<file path="src/rtl/nand_seq_pkg.sv">
package nand_seq_pkg;
    typedef enum logic [1:0] {
        OP_READ  = 2'd0,
        OP_PROG  = 2'd1,
        OP_ERASE = 2'd2
    } nand_op_e;

    typedef enum logic [3:0] {
        ST_IDLE, ST_SETUP, ST_WE_LO, ST_WE_HI, ST_WGET,
        ST_BUSY, ST_GAP, ST_RE_LO, ST_RE_HI, ST_FIN
    } seq_state_e;

    typedef enum logic [1:0] {
        PH_CMD1, PH_ADDR, PH_WDATA, PH_CMD2
    } seq_phase_e;
endpackage

</file>
<file path="src/rtl/nand_strobe_timer.sv">
module nand_strobe_timer #(
    parameter int TW = 8
) (
    input  logic          clk,
    input  logic          rst_n,
    input  logic          load,
    input  logic [TW-1:0] load_val,
    output logic          expired
);
    logic [TW-1:0] cnt;

    // A zero count is raised to one so every phase lasts at least a clock.
    always_ff @(posedge clk or negedge rst_n) begin
        if (!rst_n)
            cnt <= TW'(1);
        else if (load)
            cnt <= (load_val == '0) ? TW'(1) : load_val;
        else if (cnt > TW'(1))
            cnt <= cnt - TW'(1);
    end

    assign expired = (cnt == TW'(1));
endmodule

</file>
<file path="src/rtl/nand_addr_pack.sv">
module nand_addr_pack #(
    parameter int COL_W = 12,
    parameter int BLK_W = 10,
    parameter int PG_W  = 6
) (
    input  logic [COL_W-1:0] col,
    input  logic [BLK_W-1:0] blk,
    input  logic [PG_W-1:0]  pg,
    input  logic [1:0]       idx,
    output logic [7:0]       abyte
);
    logic [11:0] col12;
    logic [15:0] row16;

    assign col12 = 12'(col);
    // Concatenating block above page is block * 2**PG_W + page.
    assign row16 = 16'({blk, pg});

    always_comb begin
        unique case (idx)
            2'd0:    abyte = col12[7:0];
            2'd1:    abyte = {4'b0000, col12[11:8]};
            2'd2:    abyte = row16[7:0];
            default: abyte = row16[15:8];
        endcase
    end
endmodule

</file>
<file path="src/rtl/nand_cmd_seq.sv">
module nand_cmd_seq
    import nand_seq_pkg::*;
#(
    parameter int COL_W      = 12,
    parameter int BLK_W      = 10,
    parameter int PG_W       = 6,
    parameter int TW         = 8,
    parameter int TOW        = 16,
    parameter int PAGE_BYTES = 2112
) (
    input  logic             clk,
    input  logic             rst_n,
    input  logic             req_valid,
    output logic             req_ready,
    input  logic [1:0]       req_op,
    input  logic [7:0]       req_cmd1,
    input  logic             req_has_cmd2,
    input  logic [7:0]       req_cmd2,
    input  logic [BLK_W-1:0] req_block,
    input  logic [PG_W-1:0]  req_page,
    input  logic [COL_W-1:0] req_col,
    input  logic [COL_W-1:0] req_len,
    input  logic             host_wp,
    input  logic [TW-1:0]    cfg_setup,
    input  logic [TW-1:0]    cfg_we_lo,
    input  logic [TW-1:0]    cfg_we_hi,
    input  logic [TW-1:0]    cfg_re_lo,
    input  logic [TW-1:0]    cfg_re_hi,
    input  logic [TW-1:0]    cfg_rb_wait,
    input  logic [TOW-1:0]   cfg_timeout,
    input  logic             wr_valid,
    output logic             wr_ready,
    input  logic [7:0]       wr_data,
    output logic             rd_valid,
    input  logic             rd_ready,
    output logic [7:0]       rd_data,
    output logic             done,
    output logic             err_range,
    output logic             err_wp,
    output logic             err_timeout,
    output logic             nand_ce_n,
    output logic             nand_cle,
    output logic             nand_ale,
    output logic             nand_we_n,
    output logic             nand_re_n,
    output logic             nand_wp_n,
    output logic [7:0]       nand_dq_out,
    output logic             nand_dq_oe,
    input  logic [7:0]       nand_dq_in,
    input  logic             nand_rb_n
);
    localparam int SPAN_W = COL_W + 1;

    seq_state_e       state, state_n;
    seq_phase_e       ph_q, ph_n;
    nand_op_e         op_q;
    logic             has2_q;
    logic [7:0]       cmd1_q, cmd2_q, wbyte_q, abyte;
    logic [BLK_W-1:0] blk_q;
    logic [PG_W-1:0]  pg_q;
    logic [COL_W-1:0] col_q, rem_q;
    logic [1:0]       idx_q;
    logic [TOW-1:0]   tcnt_q;
    logic [TW-1:0]    tval;
    logic             tmr_exp, tmr_load;
    logic [SPAN_W-1:0] span;
    logic             span_bad, wp_block, accept, go_wdata, bus_phase;

    // Request screening: page overrun first, then write protect.
    assign span     = {1'b0, req_col} + {1'b0, req_len};
    assign span_bad = span > SPAN_W'(PAGE_BYTES);
    assign wp_block = host_wp && (req_op != 2'(OP_READ));
    assign accept   = req_valid && !span_bad && !wp_block;
    assign go_wdata = (op_q == OP_PROG) && (rem_q != '0);

    nand_addr_pack #(.COL_W(COL_W), .BLK_W(BLK_W), .PG_W(PG_W)) u_pack (
        .col(col_q), .blk(blk_q), .pg(pg_q), .idx(idx_q), .abyte(abyte)
    );

    always_comb begin
        unique case (state_n)
            ST_SETUP: tval = cfg_setup;
            ST_WE_LO: tval = cfg_we_lo;
            ST_WE_HI: tval = cfg_we_hi;
            ST_GAP:   tval = cfg_rb_wait;
            ST_RE_LO: tval = cfg_re_lo;
            ST_RE_HI: tval = cfg_re_hi;
            default:  tval = TW'(1);
        endcase
    end
    assign tmr_load = (state_n != state);

    nand_strobe_timer #(.TW(TW)) u_tmr (
        .clk(clk), .rst_n(rst_n), .load(tmr_load), .load_val(tval), .expired(tmr_exp)
    );

    // Next-state logic.
    always_comb begin
        state_n = state;
        ph_n    = ph_q;
        unique case (state)
            ST_IDLE:  if (accept) begin state_n = ST_SETUP; ph_n = PH_CMD1; end
            ST_SETUP: if (tmr_exp) state_n = ST_WE_LO;
            ST_WE_LO: if (tmr_exp) state_n = ST_WE_HI;
            ST_WE_HI: if (tmr_exp) begin
                unique case (ph_q)
                    PH_CMD1: begin state_n = ST_SETUP; ph_n = PH_ADDR; end
                    PH_ADDR: begin
                        if (idx_q != 2'd3)  state_n = ST_SETUP;
                        else if (go_wdata)  begin state_n = ST_WGET; ph_n = PH_WDATA; end
                        else if (has2_q)    begin state_n = ST_SETUP; ph_n = PH_CMD2; end
                        else                state_n = ST_BUSY;
                    end
                    PH_WDATA: begin
                        if (rem_q != '0)    state_n = ST_WGET;
                        else if (has2_q)    begin state_n = ST_SETUP; ph_n = PH_CMD2; end
                        else                state_n = ST_BUSY;
                    end
                    default: state_n = ST_BUSY;
                endcase
            end
            ST_WGET:  if (wr_valid) state_n = ST_SETUP;
            ST_BUSY: begin
                if (nand_rb_n)                  state_n = ST_GAP;
                else if (tcnt_q >= cfg_timeout) state_n = ST_IDLE;
            end
            ST_GAP:   if (tmr_exp) state_n = (op_q == OP_READ && rem_q != '0) ? ST_RE_LO : ST_FIN;
            ST_RE_LO: if (tmr_exp) state_n = ST_RE_HI;
            ST_RE_HI: if (tmr_exp && !rd_valid) state_n = (rem_q != '0) ? ST_RE_LO : ST_FIN;
            ST_FIN:   state_n = ST_IDLE;
            default:  state_n = ST_IDLE;
        endcase
    end

    // State register and datapath.
    always_ff @(posedge clk or negedge rst_n) begin
        if (!rst_n) begin
            state <= ST_IDLE;   ph_q <= PH_CMD1;  op_q <= OP_READ;
            has2_q <= 1'b0;     cmd1_q <= '0;     cmd2_q <= '0;
            blk_q <= '0;        pg_q <= '0;       col_q <= '0;
            rem_q <= '0;        idx_q <= '0;      wbyte_q <= '0;
            tcnt_q <= '0;       rd_valid <= 1'b0; rd_data <= '0;
            err_range <= 1'b0;  err_wp <= 1'b0;   err_timeout <= 1'b0;
        end else begin
            state <= state_n;
            ph_q  <= ph_n;
            err_range   <= (state == ST_IDLE) && req_valid && span_bad;
            err_wp      <= (state == ST_IDLE) && req_valid && !span_bad && wp_block;
            err_timeout <= (state == ST_BUSY) && !nand_rb_n && (tcnt_q >= cfg_timeout);
            tcnt_q <= (state == ST_BUSY) ? tcnt_q + TOW'(1) : '0;
            if (state == ST_IDLE && accept) begin
                op_q <= nand_op_e'(req_op);  has2_q <= req_has_cmd2;
                cmd1_q <= req_cmd1;          cmd2_q <= req_cmd2;
                blk_q <= req_block;          pg_q <= req_page;
                col_q <= req_col;            rem_q <= req_len;
                idx_q <= '0;
            end
            if (state == ST_WE_HI && tmr_exp && ph_q == PH_ADDR)
                idx_q <= idx_q + 2'd1;
            if (state == ST_WGET && wr_valid) begin
                wbyte_q <= wr_data;
                rem_q   <= rem_q - COL_W'(1);
            end
            if (state == ST_RE_LO && tmr_exp) begin
                rd_data  <= nand_dq_in;
                rd_valid <= 1'b1;
                rem_q    <= rem_q - COL_W'(1);
            end else if (rd_valid && rd_ready) begin
                rd_valid <= 1'b0;
            end
        end
    end

    // Outputs decoded from the registered state.
    always_comb begin
        bus_phase   = (state == ST_SETUP) || (state == ST_WE_LO) || (state == ST_WE_HI);
        req_ready   = (state == ST_IDLE);
        wr_ready    = (state == ST_WGET);
        done        = (state == ST_FIN);
        nand_ce_n   = (state == ST_IDLE);
        nand_we_n   = (state != ST_WE_LO);
        nand_re_n   = (state != ST_RE_LO);
        nand_cle    = bus_phase && (ph_q == PH_CMD1 || ph_q == PH_CMD2);
        nand_ale    = bus_phase && (ph_q == PH_ADDR);
        nand_dq_oe  = bus_phase;
        nand_wp_n   = (state != ST_IDLE) && (op_q != OP_READ);
        unique case (ph_q)
            PH_CMD1:  nand_dq_out = cmd1_q;
            PH_ADDR:  nand_dq_out = abyte;
            PH_WDATA: nand_dq_out = wbyte_q;
            default:  nand_dq_out = cmd2_q;
        endcase
    end

    // command and address latches never overlap.
    p_latch_excl_r2: assert property (@(posedge clk) disable iff (!rst_n)
        !(nand_cle && nand_ale));
    // a write strobe only happens with the chip selected.
    p_ce_on_strobe_r11: assert property (@(posedge clk) disable iff (!rst_n)
        !nand_we_n |-> !nand_ce_n);
    // program/erase strobes always see write protect released.
    p_wp_released_r6: assert property (@(posedge clk) disable iff (!rst_n)
        (!nand_we_n && op_q != OP_READ) |-> nand_wp_n);
    // no read strobe while the flash reports busy.
    p_no_re_busy_r8: assert property (@(posedge clk) disable iff (!rst_n)
        !nand_re_n |-> nand_rb_n);
    // a rejected request leaves the chip deselected.
    p_reject_quiet_r7: assert property (@(posedge clk) disable iff (!rst_n)
        (err_range || err_wp) |-> nand_ce_n);
    // a stalled read byte stays put.
    p_rd_hold_r10: assert property (@(posedge clk) disable iff (!rst_n)
        (rd_valid && !rd_ready) |=> (rd_valid && $stable(rd_data)));
    // the bus is never driven during a read strobe.
    p_no_drive_on_read_r2: assert property (@(posedge clk) disable iff (!rst_n)
        nand_dq_oe |-> nand_re_n);
endmodule

</file>
<file path="config.mk">
export PLATFORM = sky130hd
export DESIGN_NAME = nand_cmd_seq
export DESIGN_NICKNAME = d
export VERILOG_FILES = /design/src/rtl/nand_seq_pkg.sv /design/src/rtl/nand_strobe_timer.sv /design/src/rtl/nand_addr_pack.sv /design/src/rtl/nand_cmd_seq.sv
export SDC_FILE = /design/constraint.sdc
export NUM_CORES = 1
export LEC_CHECK = 0
export ABC_AREA = 1
export CAP_MARGIN = 5
export CORE_MARGIN = 3
export CORE_UTILIZATION = 55
export CTS_CLUSTER_DIAMETER = 30
export DETAILED_ROUTE_END_ITERATION = 8
export GPL_TIMING_DRIVEN = 0
export PLACE_DENSITY = 0.87
export SYNTH_ARGS = -nofsm -noshare
export SYNTH_HDL_FRONTEND = slang
export SYNTH_HIERARCHICAL = 1
export SYNTH_SLANG_ARGS = --single-unit
</file>
<file path="constraint.sdc">
create_clock -name clk -period 8.4 [get_ports clk]
set_input_delay 1.68 -clock clk [delete_from_list [all_inputs] [get_ports clk]]
set_output_delay 1.68 -clock clk [all_outputs]
set_load 0.03 [all_outputs]
</file>
Word level (Yosys, flattened, before mapping)
Index checks and enable logic that the tools add are counted.

Bits of input ports: 146. Output and inout bits: 30. Logic and storage cells: 141. Flip-flop bits (word level): 111.

Magnitude comparators: 3. Reduce and logical (&&, ||, !) cells: 43. Equal/unequal tests: 31. $add $sub $neg: 5. Multiplexer cells: 40.

Operator list (count): two-way mux 4 bit (12); one-hot mux 8 bit (3 select lines) (2); one-hot mux 8 bit (6 select lines) (1); two-way mux 12 bit (3); one-hot mux 4 bit (9 select lines) (1); equality test 4 x 3 -> 1 bit, second input constant (6); two-way mux 8 bit (3); logical AND 1 bit (21); adder 16 x 1 -> 16 bit, second input constant (1); equality test 4 x 2 -> 1 bit, second input constant (4); >= comparator 16 bit (1); two-way mux 16 bit (1); two-way mux 2 bit (8); adder 12 x 12 -> 13 bit (1); > comparator 13 x 12 -> 1 bit, second input constant (1); equality test 4 bit, second input constant (3); two-way mux 3 bit (4); nonzero test 12 bit (1); nonzero test 2 bit (6); subtractor 12 x 1 -> 12 bit, second input constant (1); one-hot mux 3 bit (3 select lines) (1); equality test 4 x 1 -> 1 bit, second input constant (2); equality test 8 x 1 -> 1 bit, second input constant (1); > comparator 8 x 1 -> 1 bit, second input constant (1); 22 further kinds (36).

Depth between registers and ports, before layout
Gate-level depths: netlist (run 1).

Word-level depth: 12. Depth in mapped cells: 26. Depth with buffers taken out: 24.

Hierarchy
The synthesis (run 1) kept the hierarchy.

By module, submodules not included: nand_cmd_seq (area an instance 6754.0 sq um, cells each 920, sequential area each 2577.5 sq um, instances 1); nand_strobe_timer (area an instance 619.3 sq um, cells each 95, sequential area each 201.4 sq um, instances 1); nand_addr_pack (area an instance 245.2 sq um, cells each 44, sequential area each 0.0 sq um, instances 1).

Worst setup path after synthesis (run 1)
OpenSTA, ideal clock, no wires.

Kind: input to register. Start: input req_col[0]. End: register u_tmr.cnt[0]. Arrival: 4.204 ns. Slack: 4.136 ns. Stages on the path: 22. Required time: 8.340 ns. Path buffers: 2. Setup time: 0.060 ns. Path through: ha_1 > fa_1 > or2_2 > nor2_1 > nand3_1 > nor2_1 > nand2_1 > nand2_1 > nand4_1 > nand2_1 > nand4_4 > buf_6 > buf_6 > nand4_1 > nand2_1 > nor2_1 > nand2_1 > nor2_1 > nand3_1 > o21ai_0 > nand3_1 > nand2_1.

Word-level cells in the longest chain between the ends: 12. Elaborated cells between the ends (all ways): 19. Classes of those cells: add/sub (1); order compare (1); eq/ne (7); mux (5); reduce/logical (5).

RTL lines: from (decl) (line nand_cmd_seq.sv:21) `input logic [COL_W-1:0] req_col,`; adder 12 x 12 -> 13 bit * (line nand_cmd_seq.sv:70) `assign span = {1'b0, req_col} + {1'b0, req_len};`; > comparator 13 x 12 -> 1 bit * (line nand_cmd_seq.sv:71) `assign span_bad = span > SPAN_W'(PAGE_BYTES);`; logical NOT 1 bit * (line nand_cmd_seq.sv:73) `assign accept = req_valid && !span_bad && !wp_block;`; logical AND 1 bit * (2 in series) (line nand_cmd_seq.sv:73); two-way mux 4 bit * (line nand_cmd_seq.sv:102) `ST_IDLE: if (accept) begin state_n = ST_SETUP; ph_n = PH_CMD1; end`; one-hot mux 4 bit (9 select lines) * (line nand_cmd_seq.sv:101) `unique case (state)`; equality test 4 bit, or another cell as far along (line nand_cmd_seq.sv:81) `unique case (state_n)`; one-hot mux 8 bit (6 select lines) * (line nand_cmd_seq.sv:81); via tval[1] (line nand_cmd_seq.sv:64) `logic [TW-1:0] tval;`; logical NOT 8 bit * (line nand_strobe_timer.sv:17) `cnt <= (load_val == '0) ? TW'(1) : load_val;`; two-way mux 8 bit * (line nand_strobe_timer.sv:17); two-way mux 8 bit * (line nand_strobe_timer.sv:16) `else if (load)`; to (signal assigned) (line nand_strobe_timer.sv:17); to (signal assigned) (line nand_strobe_timer.sv:19) `cnt <= cnt - TW'(1);`; to (decl) (line nand_strobe_timer.sv:10) `logic [TW-1:0] cnt;`.

Mark *: on every way through the listed nets, which the timed path passes. The rest lies on a longest branch. A chain may end at the register's enable or synchronous reset.

Final worst setup path (run 1)
Same ends and word-level chain as after synthesis.

==> results of run 1 <==
worst register-to-register path, delay by kind of cell (launching register included):
kind            cells  cell delay [ns]
flops               1             0.56
compound gates      2             0.27
fa+ha+maj           1             0.19
simple gates       11             1.70
buf+inv             5             0.84
registers in the layout (all words and copies together) (netlist names):
name and cells:
err_timeout 1, wbyte_q 8, tcnt_q 16, u_tmr/cnt 8
cmd2_q 8, err_range 1, has2_q 1, rd_valid 1
col_q 12, blk_q 10, cmd1_q 8, err_wp 1
state 4, op_q 2, rd_data 8, idx_q 2
rem_q 12, pg_q 6, ph_q 2
area by class of cell:
type	count	area, sq um
clock buffer	10	229
timing repair buffer	176	1780
fill	1057	3470
inverter	127	482
sequential	111	2780
tap	176	220
buffer	35	233
multi-input combinational	786	4130
clock inverter	6	81.3
how the worst max path moves through the flow:
stage,slack [ns],end,cells past startpoint,start
finish,3.40,u_tmr/cnt[0],23,req_col[0]
global route,3.10,u_tmr/cnt[0],23,req_col[0]
CTS,3.42,u_tmr/cnt[0],23,req_col[0]
detailed placement,3.08,u_tmr/cnt[0],23,req_col[0]
global placement,1.46,rd_data[4],1,rst_n
floorplan,4.14,u_tmr/cnt[0],22,req_col[0]
power by group through the flow:
stage / registers, mW / logic (mW) / clock network, mW
final: 0.878 / 1.37 / 0.454
after global routing: 0.899 / 1.52 / 0.478
after CTS: 0.873 / 1.36 / 0.458
after detailed placement: 0.879 / 1.35 / 0
after global placement: 0.874 / 1.32 / 0
after floorplan: 0.858 / 0.938 / 0
logic make-up (layout without fill, tap and decap cells):
| kind of cell | count (synthesis) | in the layout |
|---|---|---|
| mux | 17 | 17 |
| simple gates | 611 | 611 |
| fa+ha+maj | 39 | 39 |
| flops | 111 | 111 |
| compound gates | 111 | 111 |
| buf+inv | 162 | 354 |
| xor+xnor | 8 | 8 |
cells in the final DEF (no fill, tap or decap), types with 9 or more instances in the layout:
cell	Yosys	layout
a21oi_1	43	43
buf_2	9	9
buf_4	8	9
clkbuf_1	9	10
clkbuf_16	0	9
clkdlybuf4s50_1	0	174
dfrtp_1	110	110
ha_1	38	38
inv_1	114	114
inv_2	9	9
mux2_2	16	16
nand2_1	349	349
nand3_1	78	78
nand4_1	36	36
nor2_1	92	92
nor3_1	20	20
o211ai_1	9	9
o21ai_0	32	32
per-layer routing:
| layer | track usage | up-vias | wire length [um] |
|---|---|---|---|
| li1 | - | 3810 | - |
| met1 | 0.367 | 3489 | 9030 |
| met2 | 0.477 | 260 | 10400 |
| met3 | 0.0300 | 32 | 1160 |
| met4 | 0.0810 | 0 | 422 |
| met5 | 0 | - | 0 |
metrics by stage:
| stage | total power, mW | area (sq um) | hold WS [ns] | worst slack, ns | util |
|---|---|---|---|---|---|
| 6_report | 2.70 | 9930 | 0.487 | 3.40 | 0.741 |
| 5_1_grt | 2.89 | 9930 | 0.509 | 3.10 | 0.741 |
| 4_1_cts | 2.70 | 9930 | 0.487 | 3.42 | 0.741 |
| 3_5_place_dp | 2.23 | 9620 | 0.466 | 3.08 | 0.718 |
| 3_3_place_gp | 2.20 | 9590 | 0.463 | 1.46 | 0.716 |
| 2_1_floorplan | 1.80 | 7620 | 0.449 | 4.14 | - |
==> reports/metrics.yaml, run 1 <==
layout-drive-gt1-share: 0.0823
required_ns: 8.70
fin_crit_ns: 5.00
cts_tree: "done"
post_drt_wl_per_cell_um: 14.7
synth_fa_ha_area_frac: 0.0650
cts_hold_buf: 0
worstReg2RegEnd: "u_tmr/cnt[5]"
synthesis.instances: 1059
async_reset_ff_frac: 1.00
via_count: 7591
synth.top_cells.by_count: "nand2_1, inv_1, dfrtp_1, nor2_1, nand3_1"
slowest_stage: "clkdlybuf4s50_1"
cp_top_family: "simple AND/OR/NAND/NOR gates"
overflow: 0
pwr-share-seq: 0.325
crit_top_cell: "nand2_1"
h-tree-depth: 3
ir_drop_mv: 0.162
drt_first_pass_iters: 5
crit_path_end_kind: "register"
finalSetupViolCount: 0
hold_path_startpoint: "blk_q[7]"
syn_nets: 1244
synth_top_family_by_area: "simple AND/OR/NAND/NOR gates"
rsz0062_at_grt: "no"
final_cell_count_no_fill: 1427
portBuffers: 175
post-synth-top-count-cell: "nand2_1"
status: "finished, final reports clean"
die_w_um: 124
clock_path_buffers: 2
grt_first_pass_wirelength_mm: 33.5
start_util: 0.569
synth_edf_count: 0
synth_warnings: 6
power_density_mw_per_mm2: 272
numCtsBuffers: 9
core_area_sq_mm: 0.0134
postRouteAntennaNets: 0
r2r_cells: 19
worstSetupPathType: "input port to register"
grt.total_usage: 0.276
synth_ff_type: "dfrtp_1"
synth.top_cell.area_share: 0.361
period_share: 0.595
synth_top_cells_by_area: "dfrtp_1, nand2_1, ha_1"
viasPerCell: 5.32
gp_congestion: 0.955
wl_mm: 21.0
ff2ff_setup_slack_ns: 4.74
grt_pass1_vias: 7146
max-cap-violations: 0
crit_path_max_fanout: 10
diodes: 0
drc_errors: 0
fmax_ghz: 0.200
netlist_area_sq_mm: 0.00762
ctsResizeCount: 0
ys_types: 51
yosys.area.top_type: "dfrtp_1"
ys_seq_area_frac: 0.365
synth_area_per_cell_sq_um: 7.19
synth_compound_area_frac: 0.0852
final_nets: 1431
antenna_found_initial: 0
crit_chain: "clkdlybuf4s50_1 > ha_1 > fa_1 > or2_2 > nor2_1 > nand3_1 > nor2_1 > nand2_1 > nand2_1 > nand4_1 > nand2_1 > nand4_4 > buf_6 > buf_6 > nand4_1 > nand2_1 > nor2_1 > nand2_1 > nor2_1 > nand2_1 > o21ai_0 > nand3_1 > nand2_1"
cts_sinks: 111
ios: 176
switching_share: 0.436
synth-simple-area-share: 0.357
slew_viol_final: 0
hold_class: "register to register"
muxShareOfSynthArea: 0.0250
setup_tns_ns: 0
whs_endpoint: "blk_q[7]"
fin_skew_ns: 0.00706
clock_latency_ns: 0.35
reg2reg_from: "u_tmr/cnt[0]"
cts_root_buf: "clkbuf_16"
die_area_sq_mm: 0.0153
switching_power_mw: 1.18
start_kind: "input port"
dp.cells: 1411
p_comb_frac: 0.507
rows: 42
path_clk_slew_ns: 0.08
postCtsSetupRepairBufs: 0
cp_data_arrival_time_ns: 5.29
p_clk_frac: 0.168
first_iter_violations: 520
dp_hpwl_mm: 16.6
cpPeakStageDelay_ns: 0.53
synth_xor_area_frac: 0.00920
syn2layout_area_growth_pct: 30.3
maxSlewHeadroom: 0.530
p_int_mw: 1.52
worst-slew-pin-transition_ns: 0.704
hold_depth: 2
p_leak_nw: 4.98
cp.buffers_inverters: 3
grt_max_degree: 60
die_y_um: 124
ys_seq_elements: 111
hold_viol_final: 0
Power figures use the tool's default switching activity.
==> run 2, diff against run 1 <==
--- a/config.mk
+++ b/config.mk
@@ -8,11 +8,11 @@
 export ABC_AREA = 1
 export CAP_MARGIN = 5
 export CORE_MARGIN = 3
-export CORE_UTILIZATION = 55
+export CORE_UTILIZATION = 46
 export CTS_CLUSTER_DIAMETER = 30
 export DETAILED_ROUTE_END_ITERATION = 8
 export GPL_TIMING_DRIVEN = 0
-export PLACE_DENSITY = 0.87
+export PLACE_DENSITY = 0.77
 export SYNTH_ARGS = -nofsm -noshare
 export SYNTH_HDL_FRONTEND = slang
 export SYNTH_HIERARCHICAL = 1
==> constraint.sdc (replaced) <==
create_clock -name clk -period 4.58 [get_ports clk]
set_input_delay 0.916 -clock clk [delete_from_list [all_inputs] [get_ports clk]]
set_output_delay 0.916 -clock clk [all_outputs]
set_load 0.03 [all_outputs]
==> run 2 against run 1 <==
Effect of this change: die area is 19% higher; clock power increased by 82%; via count fell by 1.3%; non-clock buffer count is the same; sequential cell count unchanged; largest power group unchanged; clock skew is 0.0029 ns lower; worst setup slack got worse by 3.0 ns; total power up 83%; wire length grew 0.14%; sequential share of layout area fell by 0.15 points; count of clock-buffer cells in the layout decreased by 1; critical path type unchanged.
==> reports/metrics.yaml, run 2 (synthesis results as in run 1) <==
largest_reg_flops: 16
regMostFlops: "tcnt_q"
viasPerCell: 5.11
cts_tree: "done"
hold_path_startpoint: "cmd1_q[1]"
worstSetupPathType: "input port to register"
die_y_um: 135
reg2reg_from: "u_tmr/cnt[0]"
fmax_ghz: 0.237
syn2layout_area_growth_pct: 31.0
crit_path_end_kind: "register"
p_int_mw: 2.78
postRouteAntennaNets: 0
p_clk_frac: 0.167
ir_drop_mv: 0.343
clock_latency_ns: 0.35
cts_hold_buf: 0
worst-slew-pin-transition_ns: 0.727
grt_max_degree: 58
hold_class: "register to register"
cp_data_arrival_time_ns: 4.51
max-cap-violations: 0
first_iter_violations: 501
wl_mm: 21.0
cts_root_buf: "clkbuf_16"
antenna_found_initial: 0
dp_hpwl_mm: 16.9
final_nets: 1431
grt_pass1_vias: 7164
portBuffers: 175
power_density_mw_per_mm2: 495
rsz0062_at_grt: "no"
overflow: 0
design_area_sq_mm: 0.00998
period_share: 0.920
layout_commonest_cell: "nand2_1"
h-tree-depth: 3
drt_first_pass_iters: 5
status: "finished, final reports clean"
cp-startpoint: "req_col[0]"
start_util: 0.474
switching_power_mw: 2.15
slew_viol_final: 0
diodes: 0
die_area_sq_mm: 0.0181
hold_viol_final: 0
drc_errors: 0
crit_path_max_fanout: 10
p_comb_frac: 0.508
rows: 46
fin_util: 0.621
start_kind: "input port"
required_ns: 4.88
post_drt_wl_per_cell_um: 14.3
finalSetupViolCount: 0
via_count: 7494
grt.total_usage: 0.232
fin_crit_ns: 4.21
numCtsBuffers: 9
postCtsSetupRepairBufs: 0
clock_path_buffers: 2
maxSlewHeadroom: 0.515
whs_ns: 0.484
top_regs: "tcnt_q: 16 flops, col_q: 12 flops, rem_q: 12 flops"
ios: 176
ctsResizeCount: 0
cts_sinks: 111
path_clk_slew_ns: 0.08
p_leak_nw: 4.98
fin_skew_ns: 0.00411
nFillCells: 1456
switching_share: 0.436
core_area_sq_mm: 0.0161
die_w_um: 135
grt_first_pass_wirelength_mm: 34.3
place_area_sq_mm: 0.00967
gp_congestion: 0.944
pwr-share-seq: 0.325
final_cell_mix: "nand2_1, clkdlybuf4s50_1, inv_1, dfrtp_1, nor2_1"
layout-drive-gt1-share: 0.0831
fin_total_pwr_mw: 4.94
## run 2: cell type report
type | count | area (sq um) | area share
buffer | 35 | 233 | 0.0233
clock buffer | 9 | 225 | 0.0226
clock inverter | 7 | 87.6 | 0.00878
inverter | 127 | 482 | 0.0483
multi-input combinational | 786 | 4130 | 0.413
sequential | 111 | 2780 | 0.278
tap | 216 | 270 | 0.0271
timing repair buffer | 176 | 1780 | 0.178
## run 2: layer usage
metal	track usage	wire length [um]	vias to the layer above
li1	-	-	3805
met1	0.306	9280	3450
met2	0.403	10300	214
met3	0.0391	1110	25
met4	0.0520	337	0
met5	0	0	-
## run 2: stage by stage
stage | cells | setup WS [ns] | setup TNS, ns
final | 1467 | 0.368 | 0
after global routing | 1467 | 0.142 | 0
after CTS | 1467 | 0.385 | 0
after detailed placement | 1451 | 0.0502 | 0
after global placement | 1450 | -1.75 | -191.51
after floorplan | 1059 | 1.08 | 0
## run 2: path summary, 6_finish.rpt
check	end	slack, ns	cells after the start
min	cmd1_q[1]	0.48	2
max reg2reg	u_tmr/cnt[5]	0.89	19
min in group asynchronous	tcnt_q[2]	0.62	1
min reg2reg	cmd1_q[1]	0.48	2
max in group asynchronous	rd_data[4]	3.24	2
max	u_tmr/cnt[0]	0.37	23
## run 2: power groups by stage
stage / logic (mW) / registers [mW] / clock network [mW]
floorplan: 1.72 / 1.57 / 0
global placement: 2.43 / 1.60 / 0
detailed placement: 2.49 / 1.61 / 0
CTS: 2.51 / 1.60 / 0.841
global route: 2.77 / 1.65 / 0.883
finish: 2.51 / 1.60 / 0.825
## run 2: critical path, cell delays in order
cell and delay, ns:
clkdlybuf4s50_1 0.54, ha_1 0.26, fa_1 0.43, or2_2 0.28
nor2_1 0.10, nand3_1 0.08, nor2_1 0.11, nand2_1 0.06
nand2_1 0.06, nand4_1 0.11, nand2_1 0.12, nand4_4 0.15
buf_6 0.23, buf_6 0.14, nand4_1 0.06, nand2_1 0.05
nor2_1 0.15, nand2_1 0.12, nor2_1 0.12, nand3_1 0.06
o21ai_0 0.16, nand3_1 0.09, nand2_1 0.08
==> run 3, diff against run 2 <==
--- a/config.mk
+++ b/config.mk
@@ -10,6 +10,7 @@
 export CORE_MARGIN = 3
 export CORE_UTILIZATION = 46
 export CTS_CLUSTER_DIAMETER = 30
+export CTS_CLUSTER_SIZE = 24
 export DETAILED_ROUTE_END_ITERATION = 8
 export GPL_TIMING_DRIVEN = 0
 export PLACE_DENSITY = 0.77
==> results of run 3 <==
The final DEF is identical to that of run 2; final timing and power are the same.
